--- config.mk ---
export PLATFORM = sky130hd
export DESIGN_NAME = irq_deleg_csr
export DESIGN_NICKNAME = d
export VERILOG_FILES = /design/src/rtl/irq_csr_pkg.sv /design/src/rtl/irq_csr_ctrl.sv /design/src/rtl/irq_csr_dp.sv /design/src/rtl/irq_deleg_csr.sv
export SDC_FILE = /design/constraint.sdc
export NUM_CORES = 1
export LEC_CHECK = 0
export BUFFER_PORTS_ARGS = -buffer_cell sky130_fd_sc_hd__buf_2
export CORE_AREA = 5 5 152 154
export CTS_CLUSTER_DIAMETER = 120
export CTS_CLUSTER_SIZE = 16
export DETAILED_ROUTE_END_ITERATION = 10
export DIE_AREA = 0 0 157 159
export PLACE_DENSITY = 0.52
export REMOVE_ABC_BUFFERS = 1
export SLEW_MARGIN = 40
export SYNTH_ARGS = -nofsm -noshare
export SYNTH_HDL_FRONTEND = slang
export SYNTH_HIERARCHICAL = 1
export SYNTH_SLANG_ARGS = --single-unit
--- constraint.sdc ---
create_clock -name clk -period 2.45 [get_ports clk]
set_input_delay 0.1225 -clock clk [delete_from_list [all_inputs] [get_ports clk]]
set_output_delay 0.1225 -clock clk [all_outputs]
set_load 0.03 [all_outputs]
--- src/rtl/irq_csr_pkg.sv ---
package irq_csr_pkg;

  localparam int unsigned XLEN   = 64;
  localparam int unsigned ADDR_W = 12;

  localparam logic [ADDR_W-1:0] ADR_MEN   = 12'h304;
  localparam logic [ADDR_W-1:0] ADR_SEN   = 12'h104;
  localparam logic [ADDR_W-1:0] ADR_MPEND = 12'h344;
  localparam logic [ADDR_W-1:0] ADR_SPEND = 12'h144;
  localparam logic [ADDR_W-1:0] ADR_DELEG = 12'h303;
  localparam logic [ADDR_W-1:0] ADR_UTVAL = 12'h043;

  // Strobes from the address decoder into the register datapath
  typedef struct packed {
    logic wrMen;
    logic wrSen;
    logic wrMpend;
    logic wrSpend;
    logic wrDeleg;
    logic wrUtval;
  } csrStrobe_t;

  typedef enum logic [2:0] {
    RD_NONE,
    RD_MEN,
    RD_SEN,
    RD_MPEND,
    RD_SPEND,
    RD_DELEG,
    RD_UTVAL
  } rdSel_t;

  function automatic logic isKnownAddr(input logic [ADDR_W-1:0] a);
    return (a == ADR_MEN) || (a == ADR_SEN) || (a == ADR_MPEND) ||
           (a == ADR_SPEND) || (a == ADR_DELEG) || (a == ADR_UTVAL);
  endfunction

endpackage

--- src/rtl/irq_csr_ctrl.sv ---
module irq_csr_ctrl
  import irq_csr_pkg::*;
#(
  parameter int unsigned AW = ADDR_W
) (
  input  logic          csrWe,
  input  logic [AW-1:0] csrAddr,
  output csrStrobe_t    strobe,
  output rdSel_t        rdSel
);

  always_comb begin
    strobe = '0;
    rdSel  = RD_NONE;
    case (csrAddr)
      ADR_MEN: begin
        rdSel        = RD_MEN;
        strobe.wrMen = csrWe;
      end
      ADR_SEN: begin
        rdSel        = RD_SEN;
        strobe.wrSen = csrWe;
      end
      ADR_MPEND: begin
        rdSel          = RD_MPEND;
        strobe.wrMpend = csrWe;
      end
      ADR_SPEND: begin
        rdSel          = RD_SPEND;
        strobe.wrSpend = csrWe;
      end
      ADR_DELEG: begin
        rdSel          = RD_DELEG;
        strobe.wrDeleg = csrWe;
      end
      ADR_UTVAL: begin
        rdSel          = RD_UTVAL;
        strobe.wrUtval = csrWe;
      end
      default: begin
        rdSel  = RD_NONE;
        strobe = '0;
      end
    endcase
  end

endmodule

--- src/rtl/irq_csr_dp.sv ---
module irq_csr_dp
  import irq_csr_pkg::*;
#(
  parameter int unsigned       W         = XLEN,
  parameter logic [XLEN-1:0]   IMPL_MASK = 64'h0000_0000_0000_0AAA
) (
  input  logic         clk,
  input  logic         rstN,
  input  csrStrobe_t   strobe,
  input  rdSel_t       rdSel,
  input  logic [W-1:0] csrWdata,
  input  logic [W-1:0] hwIrqPend,
  output logic [W-1:0] csrRdata,
  output logic [W-1:0] enOut,
  output logic [W-1:0] pendOut,
  output logic [W-1:0] delegOut
);

  localparam logic [W-1:0] IMPL = IMPL_MASK[W-1:0];

  logic [W-1:0] enQ, enD;
  logic [W-1:0] pendQ, pendD;
  logic [W-1:0] delegQ, delegD;
  logic [W-1:0] utvalQ, utvalD;
  logic [W-1:0] effPend;

  assign effPend = (pendQ | hwIrqPend) & IMPL;

  // Next-state: the supervisor views merge only through the delegation mask
  always_comb begin
    enD = enQ;
    if (strobe.wrMen) begin
      enD = csrWdata & IMPL;
    end else if (strobe.wrSen) begin
      enD = (enQ & ~delegQ) | (csrWdata & delegQ);
    end
  end

  always_comb begin
    pendD = pendQ;
    if (strobe.wrMpend) begin
      pendD = csrWdata & IMPL;
    end else if (strobe.wrSpend) begin
      pendD = (pendQ & ~delegQ) | (csrWdata & delegQ);
    end
  end

  always_comb begin
    delegD = delegQ;
    if (strobe.wrDeleg) delegD = csrWdata & IMPL;
  end

  always_comb begin
    utvalD = utvalQ;
    if (strobe.wrUtval) utvalD = csrWdata;
  end

  always_ff @(posedge clk) begin
    if (!rstN) begin
      enQ    <= '0;
      pendQ  <= '0;
      delegQ <= '0;
      utvalQ <= '0;
    end else begin
      enQ    <= enD;
      pendQ  <= pendD;
      delegQ <= delegD;
      utvalQ <= utvalD;
    end
  end

  always_comb begin
    case (rdSel)
      RD_MEN:   csrRdata = enQ;
      RD_SEN:   csrRdata = enQ & delegQ;
      RD_MPEND: csrRdata = effPend;
      RD_SPEND: csrRdata = effPend & delegQ;
      RD_DELEG: csrRdata = delegQ;
      RD_UTVAL: csrRdata = utvalQ;
      default:  csrRdata = '0;
    endcase
  end

  assign enOut    = enQ;
  assign pendOut  = effPend;
  assign delegOut = delegQ;

endmodule

--- src/rtl/irq_deleg_csr.sv ---
module irq_deleg_csr
  import irq_csr_pkg::*;
#(
  parameter logic [XLEN-1:0] IMPL_MASK = 64'h0000_0000_0000_0AAA
) (
  input  logic              clk,
  input  logic              rstN,
  input  logic              csrWe,
  input  logic [ADDR_W-1:0] csrAddr,
  input  logic [XLEN-1:0]   csrWdata,
  output logic [XLEN-1:0]   csrRdata,
  input  logic [XLEN-1:0]   hwIrqPend,
  output logic [XLEN-1:0]   enOut,
  output logic [XLEN-1:0]   pendOut,
  output logic [XLEN-1:0]   delegOut
);

  csrStrobe_t strobe;
  rdSel_t     rdSel;

  irq_csr_ctrl #(.AW(ADDR_W)) u_ctrl (
    .csrWe   (csrWe),
    .csrAddr (csrAddr),
    .strobe  (strobe),
    .rdSel   (rdSel)
  );

  irq_csr_dp #(.W(XLEN), .IMPL_MASK(IMPL_MASK)) u_dp (
    .clk       (clk),
    .rstN      (rstN),
    .strobe    (strobe),
    .rdSel     (rdSel),
    .csrWdata  (csrWdata),
    .hwIrqPend (hwIrqPend),
    .csrRdata  (csrRdata),
    .enOut     (enOut),
    .pendOut   (pendOut),
    .delegOut  (delegOut)
  );

endmodule

* Word-level counts from Yosys, hierarchy flattened
Cells that the tools add are included.
Storage, ports and cells: logic and storage cells 44, bits in registers 198, output and inout port bits 256
Cells by class: reductions and logical operators 4, bitwise gates (word level) 10, eq/ne operators 12, multiplexer cells 12
Operators with widths (count):
- one-hot mux 64 bit (6 select lines) | 1
- AND 64 x 12 -> 64 bit | 2
- AND 64 bit | 2
- OR 64 bit | 2
- NOT 12 -> 64 bit | 1
- 2-to-1 mux 12 bit | 4
- equality test 12 x 10 -> 1 bit, second input constant | 3
- equality test 12 x 9 -> 1 bit, second input constant | 2
- one-hot mux 3 bit (6 select lines) | 1
- AND 12 bit | 1
- equality test 12 x 7 -> 1 bit, second input constant | 1
- OR 12 bit | 1
- equality test 3 bit, second input constant | 3
- equality test 3 x 2 -> 1 bit, second input constant | 2
- 2-to-1 mux 1 bit | 6
- nonzero test 2 bit | 2
- OR reduction 2 bit | 2
- equality test 3 x 1 -> 1 bit, second input constant | 1
- NOT 1 bit | 1

* Longest topological paths before layout
Gate-level depths: netlist of the first run.
depth in word-level cells 5, depth in mapped cells 9

* Modules after synthesis
Netlist of the first run, hierarchy kept.
Modules (own cells, without submodules):
- irq_csr_dp | cells each 565, area an instance 5171.2 µm², instances 1
- irq_csr_ctrl | cells each 34, area an instance 205.2 µm², instances 1

* Worst setup path after synthesis of the first run
OpenSTA, ideal clock, no wires.
path kind input-to-output, start input port csrAddr[3], end output port csrRdata[7], arrival 2.267 ns, data required time 2.328 ns, buffers on the path 1, stages on the path 8, setup slack 0.060 ns, cell sequence nand2b_4 > nor4b_4 > nand3_1 > a311oi_1 > nor2b_1 > buf_2 > a22oi_1 > o221ai_1
On the way: cells in the longest elaborated chain, start to end 4, elaborated cells on any way between the ends 14, classes of those cells eq/ne (12); mux (2)
Ends and longest elaborated chain:
- start: declaration | line irq_deleg_csr.sv:9 | input logic [ADDR_W-1:0] csrAddr,
- equality test 12 x 7 -> 1 bit, or another cell as far along | line irq_csr_ctrl.sv:15 | case (csrAddr)
- one-hot mux 3 bit (6 select lines) * | line irq_csr_ctrl.sv:15
- named net rdSel[1] | line irq_deleg_csr.sv:19 | rdSel_t rdSel;
- equality test 3 bit, or another cell as far along | line irq_csr_dp.sv:73 | case (rdSel)
- one-hot mux 64 bit (6 select lines) * | line irq_csr_dp.sv:73
- end: declaration | line irq_deleg_csr.sv:11 | output logic [XLEN-1:0] csrRdata,
The timed path passes the listed nets; every way through them passes the cells marked *.

* Worst setup path in the final report of the first run
start input port csrAddr[3], end output port csrRdata[54]
Same word-level chain as after synthesis.

==> results of run 1 <==
synth_stat cells, drive strengths merged:
master    n
a21o      1
a21oi    19
a221o     1
a22o      1
a22oi     5
a311oi    1
a32o      1
and2     59
and2b     2
and3b     6
buf     188
clkbuf   14
conb      1
dfxtp    82
inv       5
mux2i    82
nand2     5
nand2b    1
nand3     3
nand3b    4
nor2     12
nor2b    83
nor3      3
nor3b     2
nor4      2
nor4b     1
o211ai    4
o21ai     1
o21bai    1
o221ai    5
or2       3
or3       1
placed cells by master (no fill, tap or decap), types with 2 or more instances in the layout:
cell	instances
clkinvlp_4	2
nor4_1	2
nand3b_1	4
o211ai_1	4
conb_1	174
buf_4	26
nor2b_1	83
inv_1	5
nand2_1	5
and3b_1	2
and2_1	16
buf_12	5
dfxtp_1	82
nor2_1	11
buf_2	106
or2_2	3
and3b_2	4
o221ai_1	4
clkinv_2	2
nand3_1	3
buf_8	2
a22oi_1	5
and2_4	43
a21oi_1	19
clkbuf_16	11
nor3_1	2
mux2i_1	82
buf_6	62
routing by layer:
| layer | wire length (um) | up-vias | GRT usage (%) |
|---|---|---|---|
| met5 | 7 | - | 0 |
| met1 | 5690 | 1861 | 12.1 |
| met2 | 7390 | 208 | 20.1 |
| met4 | 177 | 2 | 3.67 |
| met3 | 1780 | 13 | 4.40 |
| li1 | - | 1982 | - |
timing repair:
item | 4_1_cts | 5_1_grt
pin swaps | 2 | 7
buffers inserted | 3 | 1
resized for setup | 83 | 90
hold endpoints to repair | 0 | 0
cloned | 1 | 2
setup endpoints to repair | 46 | 63
metrics by stage:
| step | util [%] | hold slack [ns] | std cells | TNS (ns) |
|---|---|---|---|---|
| final | 32.4 | 0.0360 | 1071 | 0 |
| after global routing | 32.4 | 0.0318 | 1071 | -0.747 |
| after CTS | 30.8 | 0.00939 | 1068 | 0 |
| after detailed placement | 28.2 | 0.387 | 1048 | -0.425 |
| after global placement | 28.2 | 0.376 | 1048 | -0.188 |
| after floorplan | - | 0.251 | 570 | -199.16 |
worst min-delay path, cell delays in order:
cell and delay [ns]:
buf_2 0.07, mux2i_1 0.05, nor2b_1 0.09
cell type report:
type	instances	area, um2
Tap cell	280	350
Multi-Input combinational cell	483	3060
Clock inverter	6	42.5
Fill cell	2286	14600
Sequential cell	82	1640
Clock buffer	10	229
Timing Repair Buffer	205	1640
Inverter	5	18.8
power by group through the flow:
stage               Sequential, mW  Clock (mW)  Combinational (mW)
finish                        1.33        1.27               0.522
global route                  1.33        1.38               0.554
detailed placement            1.36           0               0.511
global placement              1.36           0               0.509
CTS                           1.33        1.35               0.512
floorplan                     1.36           0               0.394
cell families (layout without fill, tap and decap cells):
group,count (synthesis),in the layout,share of synthesized area [%]
AOI/OAI and AO/OA,40,40,4.91
buffers and inverters,207,226,27.2
DFF,82,82,30.5
muxes,82,82,15.3
other,1,174,0.0697
and+or+nand+nor,187,187,22.0
how the worst min path moves through the flow:
stage / cells after the start / slack (ns) / endpoint / startpoint
6_report: 3 / 0.04 / u_dp/utvalQ[23]$_SDFFE_PN0P_ / csrWdata[23]
5_1_grt: 3 / 0.03 / u_dp/utvalQ[23]$_SDFFE_PN0P_ / csrWdata[23]
4_1_cts: 3 / 0.009 / u_dp/utvalQ[23]$_SDFFE_PN0P_ / csrWdata[23]
3_5_place_dp: 3 / 0.39 / u_dp/utvalQ[33]$_SDFFE_PN0P_ / csrWdata[33]
3_3_place_gp: 3 / 0.38 / u_dp/utvalQ[14]$_SDFFE_PN0P_ / csrWdata[14]
2_1_floorplan: 1 / 0.25 / register / rstN
==> results.cfg, run 1 <==
[global_routing]
grt_use_total_pct = 11.3
grt_pass1_wl_mm = 22.2
first_global_vias = 4122
grt_overflow = 0
antenna_found_initial = 1
grt_max_degree = 49

[flow_run]
drv_cap = 0

[clock_tree]
clkLatencyLatePin_ns = 0.33
cts_buffers = 9
cts_hold_buf = 0
clkSinkCount = 82
cts_buffer_depth = 2
clockRootBuffer = clkbuf_16
tritoncts = built
cts.reportedPaths.clkPinSlew_ns = 0.07
cts.htree.levels = 3

[logic_synthesis]
syn_area_per_cell_um2 = 8.98
ys_ff_latch = 82
ys_warn_count = 6
synth_cell_type_count = 35
synthCells = 599
synth_area_leader_cell = dfxtp_1
netlist_top_cells_area = dfxtp_1, buf_4, mux2i_1
syn_area_um2 = 5380
synth_top_area_share_pct = 30.5
ys_seq_area_share_pct = 30.5

[worst_hold_path]
hp-class = in2reg

[floorplanning]
die_w_um = 157
num_io_pins = 399
coreArea_um2 = 21600
die_h_um = 159
rows = 54
die-area_um2 = 25000
initial_core_util_pct = 24.9

[final_layout]
final_area_um2 = 6990
area_delta_synth_final_pct = 30.0
num_antenna_cells = 0
drive_gt1_share_pct = 35.3
fin_nets = 929

[drt]
ant_nets = 0
vias = 4066
drt-pass1-iter-count = 4
viasPerCell = 3.80
drcViolationCount = 0
drt-wirelength-per-cell_um = 14.0
drt-total-wl_mm = 15.0
drt_iter0_markers = 93

[worst_setup_path]
regToRegStartpoint = u_dp/delegOut[9]$_SDFFE_PN0P_
crit_required_ns = 2.33
worstPathArrival_ns = 2.25
r2r_cells = 3
critPathSlowestCell = nor4b_4
start_kind = primary input
worstSetupPathDepth = 13
crit_path_frequent_cell = buf_6
cp_max_fo = 13
regToRegSetupSlack_ns = 1.47
end_kind = output port
worstSetupStartpoint = csrAddr[3]
worst-path-buf-inv = 7
path_cells = buf_6, nand2b_4, nor4b_4, nand2_1, a311oi_2, buf_4, buf_6, nor3b_4, buf_6, buf_12, buf_12, and2_1, buf_6
crit_path_end = csrRdata[54]
max_stage_delay_ns = 0.33
critPathKind = in2out
crit_family = buffers and inverters

[power_and_ir_drop]
comb_power_share_pct = 16.7
netSwitchingPower_mw = 1.01
p_int_mw = 2.11
p_leak_nw = 3.12
ir_worst_vdd_mv = 0.270
total_power_mw = 3.12
pwr-share-seq_pct = 42.7
power.density_nw_per_um2 = 447
pwr-share-clk_pct = 40.6
swShare_pct = 32.5

[timing]
period_needed_ns = 2.37
tightest_slew_ns = 0.699
rsz0062_at_grt = yes
min_period_over_period_pct = 96.7
fmax_mhz = 422
maxSlewViolCount = 0
timing.final.hold_violations = 0
worst_slack_ns = 0.0815
max-slew-margin-rel_pct = 53.4
fin_skew_ns = 0.00365
setup_viol = 0

[status]
status = finished, final reports clean

[placement]
routabilityCongestion = 0.821
portBuffers = 166
dp_slack_ns = -0.0391
dp_hpwl_mm = 11.3
placed_cell_area_um2 = 6080
Power figures use the tool's default switching activity.
==> run 2, diff against run 1 <==
- ABC_AREA: not set -> 1
- CORE_AREA: 5 5 152 154 -> 5 5 154 156
- DIE_AREA: 0 0 157 159 -> 0 0 159 161
- PLACE_DENSITY: 0.52 -> 0.5
==> results.cfg, run 2 <==
[clock_tree]
cts.reportedPaths.clkPinSlew_ns = 0.07
clkSinkCount = 82
clkLatencyLatePin_ns = 0.34
tritoncts = built
cts.htree.levels = 3
ctsResizeCount = 0
clockRootBuffer = clkbuf_16
cts_hold_buf = 0
cts_buffer_depth = 2
cts_buffers = 9
post_cts_buffers = 0

[timing]
fmax_mhz = 448
period_needed_ns = 2.23
min_period_over_period_pct = 91.1
hold_slack_ns = 0.0572
tightest_slew_ns = 0.733
timing.final.hold_violations = 0
setup-tns-final_ns = 0
maxSlewViolCount = 0
max-slew-margin-rel_pct = 51.1
rsz0062_at_grt = no
setup_viol = 0
worst_slack_ns = 0.219
fin_skew_ns = 0.00889

[placement]
dp_slack_ns = 0.201
portBuffers = 166
dp_hpwl_mm = 10.8
placed_cell_area_um2 = 5750
routabilityCongestion = 0.758
dp_cells = 1202

[final_layout]
finalNonFillerCells = 1218
final_cell_mix = conb_1, buf_2, nor2_1, inv_1, o21ai_0
final_area_um2 = 6060
drive_gt1_share_pct = 22.6
final_common_cell = conb_1
area_delta_synth_final_pct = 15.9
fillers = 2530
fin_nets = 1071
num_antenna_cells = 0

[worst_setup_path]
r2r_cells = 3
regToRegStartpoint = u_dp/delegOut[3]$_SDFFE_PN0P_
regToRegSetupSlack_ns = 1.51
critPathKind = in2out
cp_max_fo = 28
start_kind = primary input
worstPathArrival_ns = 2.11
end_kind = output port
crit_required_ns = 2.33

[worst_hold_path]
hp-class = in2reg
min_from = csrWdata[44]
hold_path_end = u_dp/utvalQ[44]$_SDFFE_PN0P_
hold_path_depth = 3

[logic_synthesis]
netlist_top_cells_area = dfxtp_1, buf_4, o21ai_0
syn_area_per_cell_um2 = 6.76
synth_commonest_cells = buf_4, nor2_1, inv_1
ys_seq_area_share_pct = 31.4
synth_edf_count = 0
ys_ff_latch = 82
syn_area_um2 = 5230
synth_area_leader_cell = dfxtp_1
synth_cell_type_count = 21
async_reset_ff_share_pct = 0
dominantRegCellSynth = dfxtp_1
synthCells = 773
synth_most_common_cell = buf_4
synth_top_area_share_pct = 31.4
ys_warn_count = 6

[global_routing]
first_global_vias = 4042
grt_pass1_wl_mm = 21.5
grt_use_total_pct = 10.3
grt_overflow = 0
antenna_found_initial = 0
grt_max_degree = 69

[drt]
drt-total-wl_mm = 14.4
drt_iter0_markers = 282
drt-pass1-iter-count = 4
vias = 4647
drt-wirelength-per-cell_um = 11.8
viasPerCell = 3.82
drcViolationCount = 0
ant_nets = 0

[power_and_ir_drop]
netSwitchingPower_mw = 1.03
ir_worst_vdd_mv = 0.254
swShare_pct = 31.6
pwr-share-clk_pct = 43.3
comb_power_share_pct = 15.8
pwr-share-seq_pct = 40.9
p_int_mw = 2.23
p_leak_nw = 3.00
power.density_nw_per_um2 = 538

[floorplanning]
num_io_pins = 399
rows = 55
coreArea_um2 = 22200
die_h_um = 161
initial_core_util_pct = 23.5
die-area_um2 = 25600
die_w_um = 159

[flow_run]
drv_cap = 0

[status]
status = finished, final reports clean
-- run 2: changes by cell type in the layout (fill, tap and decap cells not counted), sizes merged, moves of 20 or more --
cell and change:
nor2 +96, inv +95, o21ai +87, nor2b -83, mux2i -82, a21oi +62
and2 -59, nand2 +53, buf -20
-- run 2: area by class of cell --
type	instances	area [um2]	area share, %
clock buffer	10	239	3.94
clock inverter	6	66.3	1.09
timing repair buffer	181	981	16.2
multi-input combinational	552	2390	39.4
tap	285	357	5.89
inverter	102	384	6.34
sequential	82	1640	27.1
-- run 2: layer usage --
metal | wire, um | up-vias | track usage (%)
met5 | 0 | - | 0
met4 | 304 | 0 | 4.27
met3 | 1430 | 16 | 3.44
met2 | 6550 | 217 | 15.9
met1 | 6140 | 2036 | 13.1
li1 | - | 2378 | -
-- run 2: through the flow --
step	utilization [%]	power [mW]
after floorplan	-	1.76
after global placement	25.9	1.87
after detailed placement	25.9	1.87
after CTS	27.3	3.34
after global routing	27.3	3.42
final	27.3	3.26
-- run 2: worst max-delay path by stage --
| stage | from | end | slack (ns) | depth (start not counted) |
|---|---|---|---|---|
| 2_1_floorplan | csrAddr[10] | u_dp/utvalQ[8]$_SDFFE_PN0P_ | 0.05 | 8 |
| 3_3_place_gp | csrAddr[0] | csrRdata[40] | 0.22 | 9 |
| 3_5_place_dp | csrAddr[0] | csrRdata[38] | 0.20 | 9 |
| 4_1_cts | csrAddr[0] | csrRdata[38] | 0.21 | 9 |
| 5_1_grt | csrAddr[5] | csrRdata[38] | 0.007 | 10 |
| 6_report | csrAddr[0] | csrRdata[38] | 0.22 | 9 |
-- run 2: power by group through the flow --
stage	combinational, mW	sequential, mW	clock [mW]
after floorplan	0.399	1.36	0
after global placement	0.507	1.36	0
after detailed placement	0.506	1.36	0
after CTS	0.507	1.33	1.50
after global routing	0.548	1.33	1.54
final	0.514	1.33	1.41
-- run 2: cells by family after synthesis --
family	Yosys count	synth area share, %
AOI/OAI and AO/OA	169	16.2
buffers and inverters	312	35.3
DFF	82	31.4
other	1	0.0717
and+or+nand+nor	209	17.0
-- run 2: critical path, cell delays in order --
cell and delay [ns]:
buf_2 0.10, or2_4 0.25, nor2_4 0.13, nand3_1 0.10, nand3_1 0.30, nand3_2 0.37
buf_4 0.36, nor2_1 0.15, buf_2 0.21
